<file path="config.mk">
export PLATFORM = sky130hd
export DESIGN_NAME = slot_sel_tx
export DESIGN_NICKNAME = d
export VERILOG_FILES = /design/src/rtl/sst_pkg.sv /design/src/rtl/sst_timer.sv /design/src/rtl/sst_shreg.sv /design/src/rtl/sst_ctrl.sv /design/src/rtl/slot_sel_tx.sv
export SDC_FILE = /design/constraint.sdc
export NUM_CORES = 1
export LEC_CHECK = 0
export BUFFER_PORTS_ARGS = -buffer_cell sky130_fd_sc_hd__buf_4
export CORE_ASPECT_RATIO = 1.5
export CORE_MARGIN = 4
export CORE_UTILIZATION = 39
export CTS_BUF_LIST = sky130_fd_sc_hd__clkbuf_4 sky130_fd_sc_hd__clkbuf_8 sky130_fd_sc_hd__clkbuf_16
export DETAILED_ROUTE_END_ITERATION = 10
export GPL_ROUTABILITY_DRIVEN = 0
export GPL_TIMING_DRIVEN = 0
export PLACE_DENSITY_LB_ADDON = 0.12
export SETUP_SLACK_MARGIN = 0.5
export SYNTH_ARGS = -nofsm -noshare
export SYNTH_HDL_FRONTEND = slang
export SYNTH_SLANG_ARGS = --single-unit
</file>
<file path="constraint.sdc">
create_clock -name clk -period 3.6 [get_ports clk]
set_input_delay 0.54 -clock clk [delete_from_list [all_inputs] [get_ports clk]]
set_output_delay 0.54 -clock clk [all_outputs]
set_load 0.02 [all_outputs]
</file>
<file path="src/rtl/sst_pkg.sv">
package sst_pkg;
  typedef enum logic [2:0] {
    ST_IDLE,
    ST_SETUP,
    ST_LOW,
    ST_HIGH,
    ST_HOLD
  } sst_state_e;

  function automatic int unsigned at_least(input int unsigned v, input int unsigned lo);
    return (v < lo) ? lo : v;
  endfunction

  function automatic int unsigned max4(input int unsigned a, input int unsigned b,
                                       input int unsigned c, input int unsigned d);
    int unsigned m;
    m = a;
    if (b > m) m = b;
    if (c > m) m = c;
    if (d > m) m = d;
    return m;
  endfunction
endpackage

</file>
<file path="src/rtl/sst_timer.sv">
module sst_timer #(
  parameter int CNT_W = 4
) (
  input  logic             clk,
  input  logic             rst,
  input  logic             load_i,
  input  logic [CNT_W-1:0] load_val_i,
  output logic             zero_o
);
  logic [CNT_W-1:0] cnt_q;

  always_ff @(posedge clk) begin
    if (rst) begin
      cnt_q <= '0;
    end else if (load_i) begin
      cnt_q <= load_val_i;
    end else if (cnt_q != '0) begin
      cnt_q <= cnt_q - 1'b1;
    end
  end

  assign zero_o = (cnt_q == '0);
endmodule

</file>
<file path="src/rtl/sst_shreg.sv">
module sst_shreg #(
  parameter int WORD_W = 16
) (
  input  logic              clk,
  input  logic              rst,
  input  logic              load_i,
  input  logic [WORD_W-1:0] word_i,
  input  logic              shift_i,
  input  logic              clr_i,
  output logic              msb_o,
  output logic              last_o
);
  localparam int BC_W = $clog2(WORD_W + 1);
  localparam logic [BC_W-1:0] LAST_IDX = BC_W'(WORD_W - 1);

  logic [WORD_W-1:0] sr_q;
  logic [BC_W-1:0]   shifts_q;

  always_ff @(posedge clk) begin
    if (rst || clr_i) begin
      sr_q     <= '0;
      shifts_q <= '0;
    end else if (load_i) begin
      sr_q     <= word_i;
      shifts_q <= '0;
    end else if (shift_i) begin
      sr_q     <= {sr_q[WORD_W-2:0], 1'b0};
      shifts_q <= shifts_q + 1'b1;
    end
  end

  assign msb_o  = sr_q[WORD_W-1];
  assign last_o = (shifts_q == LAST_IDX);
endmodule

</file>
<file path="src/rtl/sst_ctrl.sv">
module sst_ctrl
  import sst_pkg::*;
#(
  parameter int CNT_W  = 4,
  parameter int SETUP  = 2,
  parameter int LO     = 2,
  parameter int HI     = 3,
  parameter int HOLD   = 13
) (
  input  logic             clk,
  input  logic             rst,
  input  logic             req_i,
  input  logic             zero_i,
  input  logic             last_i,
  output logic             tmr_load_o,
  output logic [CNT_W-1:0] tmr_val_o,
  output logic             sh_load_o,
  output logic             sh_shift_o,
  output logic             sh_clr_o,
  output logic             strobe_n_o,
  output logic             sclk_o,
  output logic             busy_o,
  output logic             done_o
);
  localparam logic [CNT_W-1:0] V_SETUP = CNT_W'(SETUP - 1);
  localparam logic [CNT_W-1:0] V_LO    = CNT_W'(LO - 1);
  localparam logic [CNT_W-1:0] V_HI    = CNT_W'(HI - 1);
  localparam logic [CNT_W-1:0] V_HOLD  = CNT_W'(HOLD - 1);

  sst_state_e state_q;
  logic       hi_first_q;
  logic       go;

  assign go = (state_q == ST_IDLE) && req_i;

  always_comb begin
    tmr_load_o = 1'b0;
    tmr_val_o  = '0;
    if (go) begin
      tmr_load_o = 1'b1;
      tmr_val_o  = V_SETUP;
    end else if (zero_i) begin
      unique case (state_q)
        ST_SETUP, ST_HIGH: begin
          tmr_load_o = 1'b1;
          tmr_val_o  = V_LO;
        end
        ST_LOW: begin
          tmr_load_o = 1'b1;
          tmr_val_o  = last_i ? V_HOLD : V_HI;
        end
        default: ;
      endcase
    end
  end

  assign sh_load_o  = go;
  assign sh_shift_o = (state_q == ST_HIGH) && hi_first_q;
  assign sh_clr_o   = (state_q == ST_HOLD) && zero_i;

  always_ff @(posedge clk) begin
    if (rst) begin
      state_q    <= ST_IDLE;
      hi_first_q <= 1'b0;
      strobe_n_o <= 1'b1;
      sclk_o     <= 1'b1;
      busy_o     <= 1'b0;
      done_o     <= 1'b0;
    end else begin
      done_o <= 1'b0;
      unique case (state_q)
        ST_IDLE: begin
          if (go) begin
            state_q    <= ST_SETUP;
            strobe_n_o <= 1'b0;
            busy_o     <= 1'b1;
          end
        end
        ST_SETUP: begin
          if (zero_i) begin
            state_q <= ST_LOW;
            sclk_o  <= 1'b0;
          end
        end
        ST_LOW: begin
          if (zero_i) begin
            sclk_o     <= 1'b1;
            state_q    <= last_i ? ST_HOLD : ST_HIGH;
            hi_first_q <= !last_i;
          end
        end
        ST_HIGH: begin
          hi_first_q <= 1'b0;
          if (zero_i) begin
            sclk_o  <= 1'b0;
            state_q <= ST_LOW;
          end
        end
        ST_HOLD: begin
          if (zero_i) begin
            state_q    <= ST_IDLE;
            strobe_n_o <= 1'b1;
            busy_o     <= 1'b0;
            done_o     <= 1'b1;
          end
        end
        default: state_q <= ST_IDLE;
      endcase
    end
  end
endmodule

</file>
<file path="src/rtl/slot_sel_tx.sv">
module slot_sel_tx #(
  parameter int WORD_W     = 16,
  parameter int SETUP_CYC  = 2,
  parameter int CLK_LO_CYC = 2,
  parameter int CLK_HI_CYC = 3,
  parameter int HOLD_CYC   = 13
) (
  input  logic              clk,
  input  logic              rst,
  input  logic              start_i,
  input  logic              clear_i,
  input  logic [WORD_W-1:0] word_i,
  output logic              strobe_n_o,
  output logic              sclk_o,
  output logic              sdata_o,
  output logic              busy_o,
  output logic              done_o
);
  localparam int SETUP_E = sst_pkg::at_least(SETUP_CYC, 1);
  localparam int LO_E    = sst_pkg::at_least(CLK_LO_CYC, 1);
  localparam int HI_E    = sst_pkg::at_least(CLK_HI_CYC, 2);
  localparam int HOLD_E  = sst_pkg::at_least(HOLD_CYC, 1);
  localparam int MAX_C   = sst_pkg::max4(SETUP_E, LO_E, HI_E, HOLD_E);
  localparam int CNT_W   = $clog2(MAX_C + 1);

  logic             tmr_load, tmr_zero;
  logic [CNT_W-1:0] tmr_val;
  logic             sh_load, sh_shift, sh_clr, sh_last;
  logic [WORD_W-1:0] load_word;

  assign load_word = clear_i ? '0 : word_i;

  sst_timer #(.CNT_W(CNT_W)) timer_i (
    .clk        (clk),
    .rst        (rst),
    .load_i     (tmr_load),
    .load_val_i (tmr_val),
    .zero_o     (tmr_zero)
  );

  sst_shreg #(.WORD_W(WORD_W)) shreg_i (
    .clk     (clk),
    .rst     (rst),
    .load_i  (sh_load),
    .word_i  (load_word),
    .shift_i (sh_shift),
    .clr_i   (sh_clr),
    .msb_o   (sdata_o),
    .last_o  (sh_last)
  );

  sst_ctrl #(
    .CNT_W (CNT_W),
    .SETUP (SETUP_E),
    .LO    (LO_E),
    .HI    (HI_E),
    .HOLD  (HOLD_E)
  ) ctrl_i (
    .clk        (clk),
    .rst        (rst),
    .req_i      (start_i | clear_i),
    .zero_i     (tmr_zero),
    .last_i     (sh_last),
    .tmr_load_o (tmr_load),
    .tmr_val_o  (tmr_val),
    .sh_load_o  (sh_load),
    .sh_shift_o (sh_shift),
    .sh_clr_o   (sh_clr),
    .strobe_n_o (strobe_n_o),
    .sclk_o     (sclk_o),
    .busy_o     (busy_o),
    .done_o     (done_o)
  );
endmodule

</file>
==> results.sh, run 1 <==
export IMPL_status="finished clean"
export IMPL_post_dp_cell_area_um2=1760
export IMPL_fin_tns_setup_ns=0
export IMPL_netlist_area_leader_share_pct=43.0
export IMPL_r2r_end="shreg_i.sr_q[11]"
export IMPL_ant_nets=0
export IMPL_avgViaCountPerCell=5.31
export IMPL_grt_ovfl_total=0
export IMPL_dieWidth_um=59.2
export IMPL_crit_path_end_kind="flip-flop"
export IMPL_io_buffers=23
export IMPL_fin_skew_ns=0.00341
export IMPL_fin_area_um2=1850
export IMPL_ys_types=40
export IMPL_syn2layout_area_growth_pct=20.6
export IMPL_drc_errors=0
export IMPL_cts_root_buf="clkbuf_8"
export IMPL_synth_most_common_cell="dfxtp_1"
export IMPL_period_minus_slack_ns=1.88
export IMPL_path_cells="inv_1, ha_1, or3b_1, buf_6, o21ai_4, nand2b_4, buf_12, o21ai_2"
export IMPL_ff2ff_setup_slack_ns=1.72
export IMPL_clk_latency_ns=0.29
export IMPL_fin_cells=239
export IMPL_num_vias=1268
export IMPL_antenna_found_initial=0
export IMPL_rsz0062_at_grt="no"
export IMPL_post_route_period_util_pct=52.3
export IMPL_ys_seq_elements=33
export IMPL_path_clk_slew_ns=0.06
export IMPL_synth_edf_count=0
export IMPL_ioPinCount=25
export IMPL_postCtsHoldBufs=0
export IMPL_peakVddDrop_uv=391
export IMPL_post_drt_wl_per_cell_um=13.7
export IMPL_initial_core_util_pct=40.9
export IMPL_syn_nets=189
export IMPL_finish_net_count=219
export IMPL_n_antenna_cell=0
export IMPL_synth_largest_area_cell="dfxtp_1"
export IMPL_hold_viol=0
export IMPL_grtUsageTotal_pct=14.5
export IMPL_syn_area_um2=1540
export IMPL_slew_violations=0
export IMPL_drtIter0Drc=24
export IMPL_num_rows=27
export IMPL_cts_setup_buffers=0
export IMPL_detailed_place_hpwl_um=2480
export IMPL_required_ns=3.78
export IMPL_clock_sinks=33
export IMPL_h_tree_depth=2
export IMPL_powerDensity_nw_per_um2=674
export IMPL_tightest_slew_ns=0.575
export IMPL_start_kind="flip-flop"
export IMPL_min_delay_start="word_i[13]"
export IMPL_maxSlewHeadroom_pct=61.4
export IMPL_syn_inst=166
export IMPL_p_leak_uw=0.000722
export IMPL_ctsResizeCount=0
export IMPL_crit_buf_inv=3
export IMPL_setup_viol=0
export IMPL_holdWs_ns=0.448
export IMPL_slowest_stage="or3b_1"
export IMPL_worstSetupPathType="flip-flop to flip-flop"
export IMPL_whs_endpoint="shreg_i.sr_q[13]"
export IMPL_worst_hold_path_num_cells=3
export IMPL_die_area_um2=5030
export IMPL_dp_cells=232
export IMPL_fp_dieH_um=84.8
export IMPL_critPathMaxFanout=10
export IMPL_ys_flop_type="dfxtp_1"
export IMPL_r2r_cells=8
export IMPL_syn_area_per_cell_um2=9.25
export IMPL_core_area_um2=3750
export IMPL_fmaxAchievable_ghz=0.531
export IMPL_drt_wl_total_um=3280
export IMPL_total_power_uw=1250
export IMPL_synth_warnings=0
export IMPL_hold_path_class="input port to flip-flop"
export IMPL_first_pass_iters=4
export IMPL_worstReg2RegStart="timer_i.cnt_q[0]"
export IMPL_grt_pass1_wl_um=5570
export IMPL_synthTopCellsByArea="dfxtp_1 (43%), mux2i_1 (9.8%), nand2_1 (4.4%)"
export IMPL_synth_commonest_cells="dfxtp_1 (33), nand2_1 (18), mux2i_1 (15), a21oi_1 (13), o21ai_0 (10)"
export IMPL_crit_arrival_ns=2.06
export IMPL_path_delay_family="simple AND/OR/NAND/NOR gates"
export IMPL_drive_gt1_share_pct=24.5
export IMPL_clk_path_buf_depth=2
export IMPL_yosysSeqAreaShare_pct=43.0
export IMPL_grt_pass1_vias=1239
export IMPL_async_flop_share_pct=0
export IMPL_slowest_delay_ns=0.38
export IMPL_grt_max_degree=11
export IMPL_cts_inserted_buffers=5
export IMPL_cts_tree="built"
export IMPL_cap_violations=0
[power breakdown]
group / switching, µW / internal (µW) / total, µW / leakage (µW)
Sequential: 48.7 / 436 / 485 / 0.000269
Combinational: 273 / 203 / 476 / 0.000405
Clock: 128 / 159 / 287 / 0.0000477
Total: 450 / 798 / 1250 / 0.000722
[placed cells by master, fill, tap and decap left out, drive strengths merged, types with 5 or more instances in the layout]
cell	instances
nand2	18
a21oi	13
buf	32
clkbuf	9
dfxtp	33
o21ai	17
inv	5
mux2i	15
a211oi	5
nor2	8
[tightest hold or removal path: cells and delay by family]
family / cells / cell delay [ns]
buffers and inverters: 1 / 0.07
AOI/OAI and AO/OA: 1 / 0.04
and+or+nand+nor: 1 / 0.05
[state kept, by name, indices dropped and copies added, names as in the netlist]
signal	flops
ctrl_i.done_o	1
shreg_i.shifts_q	5
ctrl_i.strobe_n_o	1
ctrl_i.hi_first_q	1
ctrl_i.sclk_o	1
timer_i.cnt_q	4
ctrl_i.state_q	3
ctrl_i.busy_o	1
shreg_i.sr_q	16
[per-layer routing]
layer,GRT usage (%),vias up,routed length [µm]
li1,-,643,-
met2,25.1,29,1760
met4,7.63,0,98
met5,0,-,0
met3,4.57,8,155
met1,15.2,588,1270
[worst max-delay path by stage]
stage | from | to | slack, ns | cells after the start
2_1_floorplan | timer_i.cnt_q[0] | shreg_i.sr_q[11] | 1.90 | 8
3_3_place_gp | rst | shreg_i.sr_q[10] | 1.73 | 6
3_5_place_dp | rst | shreg_i.sr_q[8] | 1.71 | 6
4_1_cts | timer_i.cnt_q[0] | shreg_i.sr_q[15] | 1.70 | 8
5_1_grt | timer_i.cnt_q[0] | shreg_i.sr_q[11] | 1.58 | 8
6_report | timer_i.cnt_q[0] | shreg_i.sr_q[11] | 1.72 | 8
[final cells by class]
cell class	count	area, µm²
fillers	376	1900
multi-input cells	117	777
flip-flops and latches	33	661
repair buffers	23	173
clock buffers	7	90.1
plain buffers	11	78.8
well taps	43	53.8
inverters	5	18.8
[cells by family (layout without fill, tap and decap cells)]
family          Yosys count  after routing  share of synthesized area (%)
compound gates           43             43                           18.0
xor+xnor                  5              5                           2.85
fa+ha+maj                 3              3                           2.45
buf+inv                  16             46                           6.36
flops                    33             33                           43.0
mux                      15             15                           9.78
simple gates             51             51                           17.5
[through the flow]
| stage | setup slack [ns] | utilization, % |
|---|---|---|
| 2_1_floorplan | 1.90 | - |
| 3_3_place_gp | 1.73 | 47.0 |
| 3_5_place_dp | 1.71 | 47.0 |
| 4_1_cts | 1.70 | 49.4 |
| 5_1_grt | 1.58 | 49.4 |
| 6_report | 1.72 | 49.4 |
(Power assumes the default switching activity.)
==> run 2, diff against run 1 <==
clock period = 1.6 ns   (was 3.6 ns; I/O delays follow)
==> run 2 against run 1 <==
The run now ends with setup timing left. Total power grew to 3.0 times the previous value. Register-to-register slack lost 1.8 ns. Hold slack lost 0.30 ns. Sequential power grew 130%. Fmax grew 13%. Combinational power grew to 3.8 times the previous value. Critical path type unchanged. Highest routed layer unchanged.
==> results.sh, run 2 (synthesis results as in run 1) <==
export IMPL_status="finished, violations left"
export IMPL_violations="setup timing"
export IMPL_initial_core_util_pct=40.9
export IMPL_slew_violations=0
export IMPL_cts_root_buf="clkbuf_8"
export IMPL_r2r_end="shreg_i.sr_q[15]"
export IMPL_hold_viol=0
export IMPL_detailed_place_hpwl_um=2430
export IMPL_largest_reg_flops=16
export IMPL_layout_common_cells="buf_4 (35), dfxtp_1 (30), nand2_1 (17)"
export IMPL_fin_util_pct=58.9
export IMPL_cap_violations=0
export IMPL_whs_endpoint="shreg_i.sr_q[11]"
export IMPL_reg_top3="shreg_i.sr_q (16), shreg_i.shifts_q (5), timer_i.cnt_q (4)"
export IMPL_grtUsageTotal_pct=14.4
export IMPL_n_antenna_cell=0
export IMPL_grt_pass1_vias=1305
export IMPL_post_dp_cell_area_um2=1800
export IMPL_path_clk_slew_ns=0.07
export IMPL_drive_gt1_share_pct=43.0
export IMPL_crit_arrival_ns=1.84
export IMPL_grt_pass1_wl_um=5510
export IMPL_worstSetupPathType="flip-flop to flip-flop"
export IMPL_finish_net_count=236
export IMPL_fin_area_um2=2210
export IMPL_maxSlewHeadroom_pct=61.5
export IMPL_crit_path_end_kind="flip-flop"
export IMPL_fin_skew_ns=0.00692
export IMPL_syn2layout_area_growth_pct=43.8
export IMPL_fmaxAchievable_ghz=0.601
export IMPL_clk_path_buf_depth=2
export IMPL_r2r_cells=8
export IMPL_num_vias=1344
export IMPL_p_leak_uw=0.000860
export IMPL_layout_commonest_cell="buf_4"
export IMPL_dp_cells=232
export IMPL_postCtsHoldBufs=0
export IMPL_rsz0062_at_grt="yes"
export IMPL_dieWidth_um=59.2
export IMPL_drtIter0Drc=40
export IMPL_clk_latency_ns=0.28
export IMPL_powerDensity_nw_per_um2=1700
export IMPL_grt_ovfl_total=0
export IMPL_setup_viol=15
export IMPL_post_route_period_util_pct=104
export IMPL_antenna_found_initial=0
export IMPL_drc_errors=0
export IMPL_h_tree_depth=2
export IMPL_worstReg2RegStart="timer_i.cnt_q[0]"
export IMPL_io_buffers=23
export IMPL_tightest_slew_ns=0.577
export IMPL_ant_nets=0
export IMPL_start_kind="flip-flop"
export IMPL_core_area_um2=3750
export IMPL_period_minus_slack_ns=1.66
export IMPL_fin_ws_ns=-0.0632
export IMPL_ff2ff_setup_slack_ns=-0.06
export IMPL_critPathMaxFanout=5
export IMPL_grt_max_degree=11
export IMPL_clock_sinks=33
export IMPL_die_area_um2=5030
export IMPL_fin_tns_setup_ns=-0.599
export IMPL_fin_cells=257
export IMPL_first_pass_iters=4
export IMPL_min_delay_start="word_i[11]"
export IMPL_required_ns=1.78
export IMPL_worst_hold_path_num_cells=3
export IMPL_drt_wl_total_um=3530
export IMPL_cts_inserted_buffers=5
export IMPL_ioPinCount=25
export IMPL_total_power_uw=3760
export IMPL_cts_tree="built"
export IMPL_num_rows=27
export IMPL_top_register="shreg_i.sr_q"
export IMPL_fillerInstances=341
export IMPL_avgViaCountPerCell=5.23
export IMPL_fp_dieH_um=84.8
export IMPL_post_drt_wl_per_cell_um=13.7
export IMPL_peakVddDrop_uv=1160
export IMPL_hold_path_class="input port to flip-flop"
-- run 2: cell count changes in the layout (fill, tap and decap cells not counted), sizes merged --
cell / change
buf: +14
clkbuf: +2
bufinv: +1
nand2b: +1
-- run 2: cell type report --
cell class                 count  area, µm²  share of cell area (%)
tap                           43       53.8                    2.44
clock buffer                   7       90.1                    4.08
timing repair buffer          39        325                    14.7
multi-input combinational    118        923                    41.8
sequential                    33        664                    30.1
buffer                        11        101                    4.59
inverter                       5       18.8                   0.850
clock inverter                 1       30.0                    1.36
-- run 2: worst max-delay path, stage by stage (launching register included) --
cell,delay [ns]
dfxtp_2,0.33
inv_2,0.07
ha_4,0.12
or3b_4,0.37
buf_6,0.14
o21ai_4,0.13
nand2b_4,0.20
clkbuf_16,0.15
o21ai_2,0.04
-- run 2: power by group --
part           total (µW)  internal, µW  switching, µW  leakage, µW
clock                 820           524            295    0.0000619
sequential           1120           989            133     0.000270
combinational        1810           955            858     0.000528
total                3760          2470           1290     0.000860
-- run 2: per-layer routing --
| layer | global-route usage, % | vias up | part of all wire [%] |
|---|---|---|---|
| met5 | 0 | - | 0 |
| met2 | 26.6 | 28 | 57 |
| met3 | 5.18 | 6 | 4.8 |
| met1 | 13.8 | 622 | 37 |
| met4 | 5.57 | 0 | 1.6 |
| li1 | - | 688 | - |
-- run 2: worst max-delay path by stage --
| stage | to | slack (ns) | cells after the start | start |
|---|---|---|---|---|
| finish | shreg_i.sr_q[15] | -0.06 | 8 | timer_i.cnt_q[0] |
| global route | ctrl_i.state_q[2] | -0.11 | 8 | timer_i.cnt_q[1] |
| CTS | shreg_i.sr_q[12] | -0.06 | 8 | timer_i.cnt_q[1] |
| detailed placement | shreg_i.sr_q[12] | -0.15 | 8 | timer_i.cnt_q[1] |
| global placement | shreg_i.shifts_q[4] | -0.14 | 8 | timer_i.cnt_q[1] |
| floorplan | shreg_i.shifts_q[4] | -0.02 | 8 | timer_i.cnt_q[1] |
-- run 2: what timing repair did --
action / in CTS / in global routing
resized for setup: 8 / 27
setup buffers: 8 / 7
pin swaps: 3 / 8
setup endpoints to repair: 33 / 33
endpoints found under the hold margin: 0 / 0
cloned: 0 / 2
-- run 2: metrics by stage --
step           hold slack (ns)  setup slack (ns)
5_1_grt                  0.145            -0.112
3_5_place_dp             0.441            -0.152
4_1_cts                  0.141           -0.0586
3_3_place_gp             0.434            -0.137
2_1_floorplan            0.349           -0.0157
6_report                 0.149           -0.0632
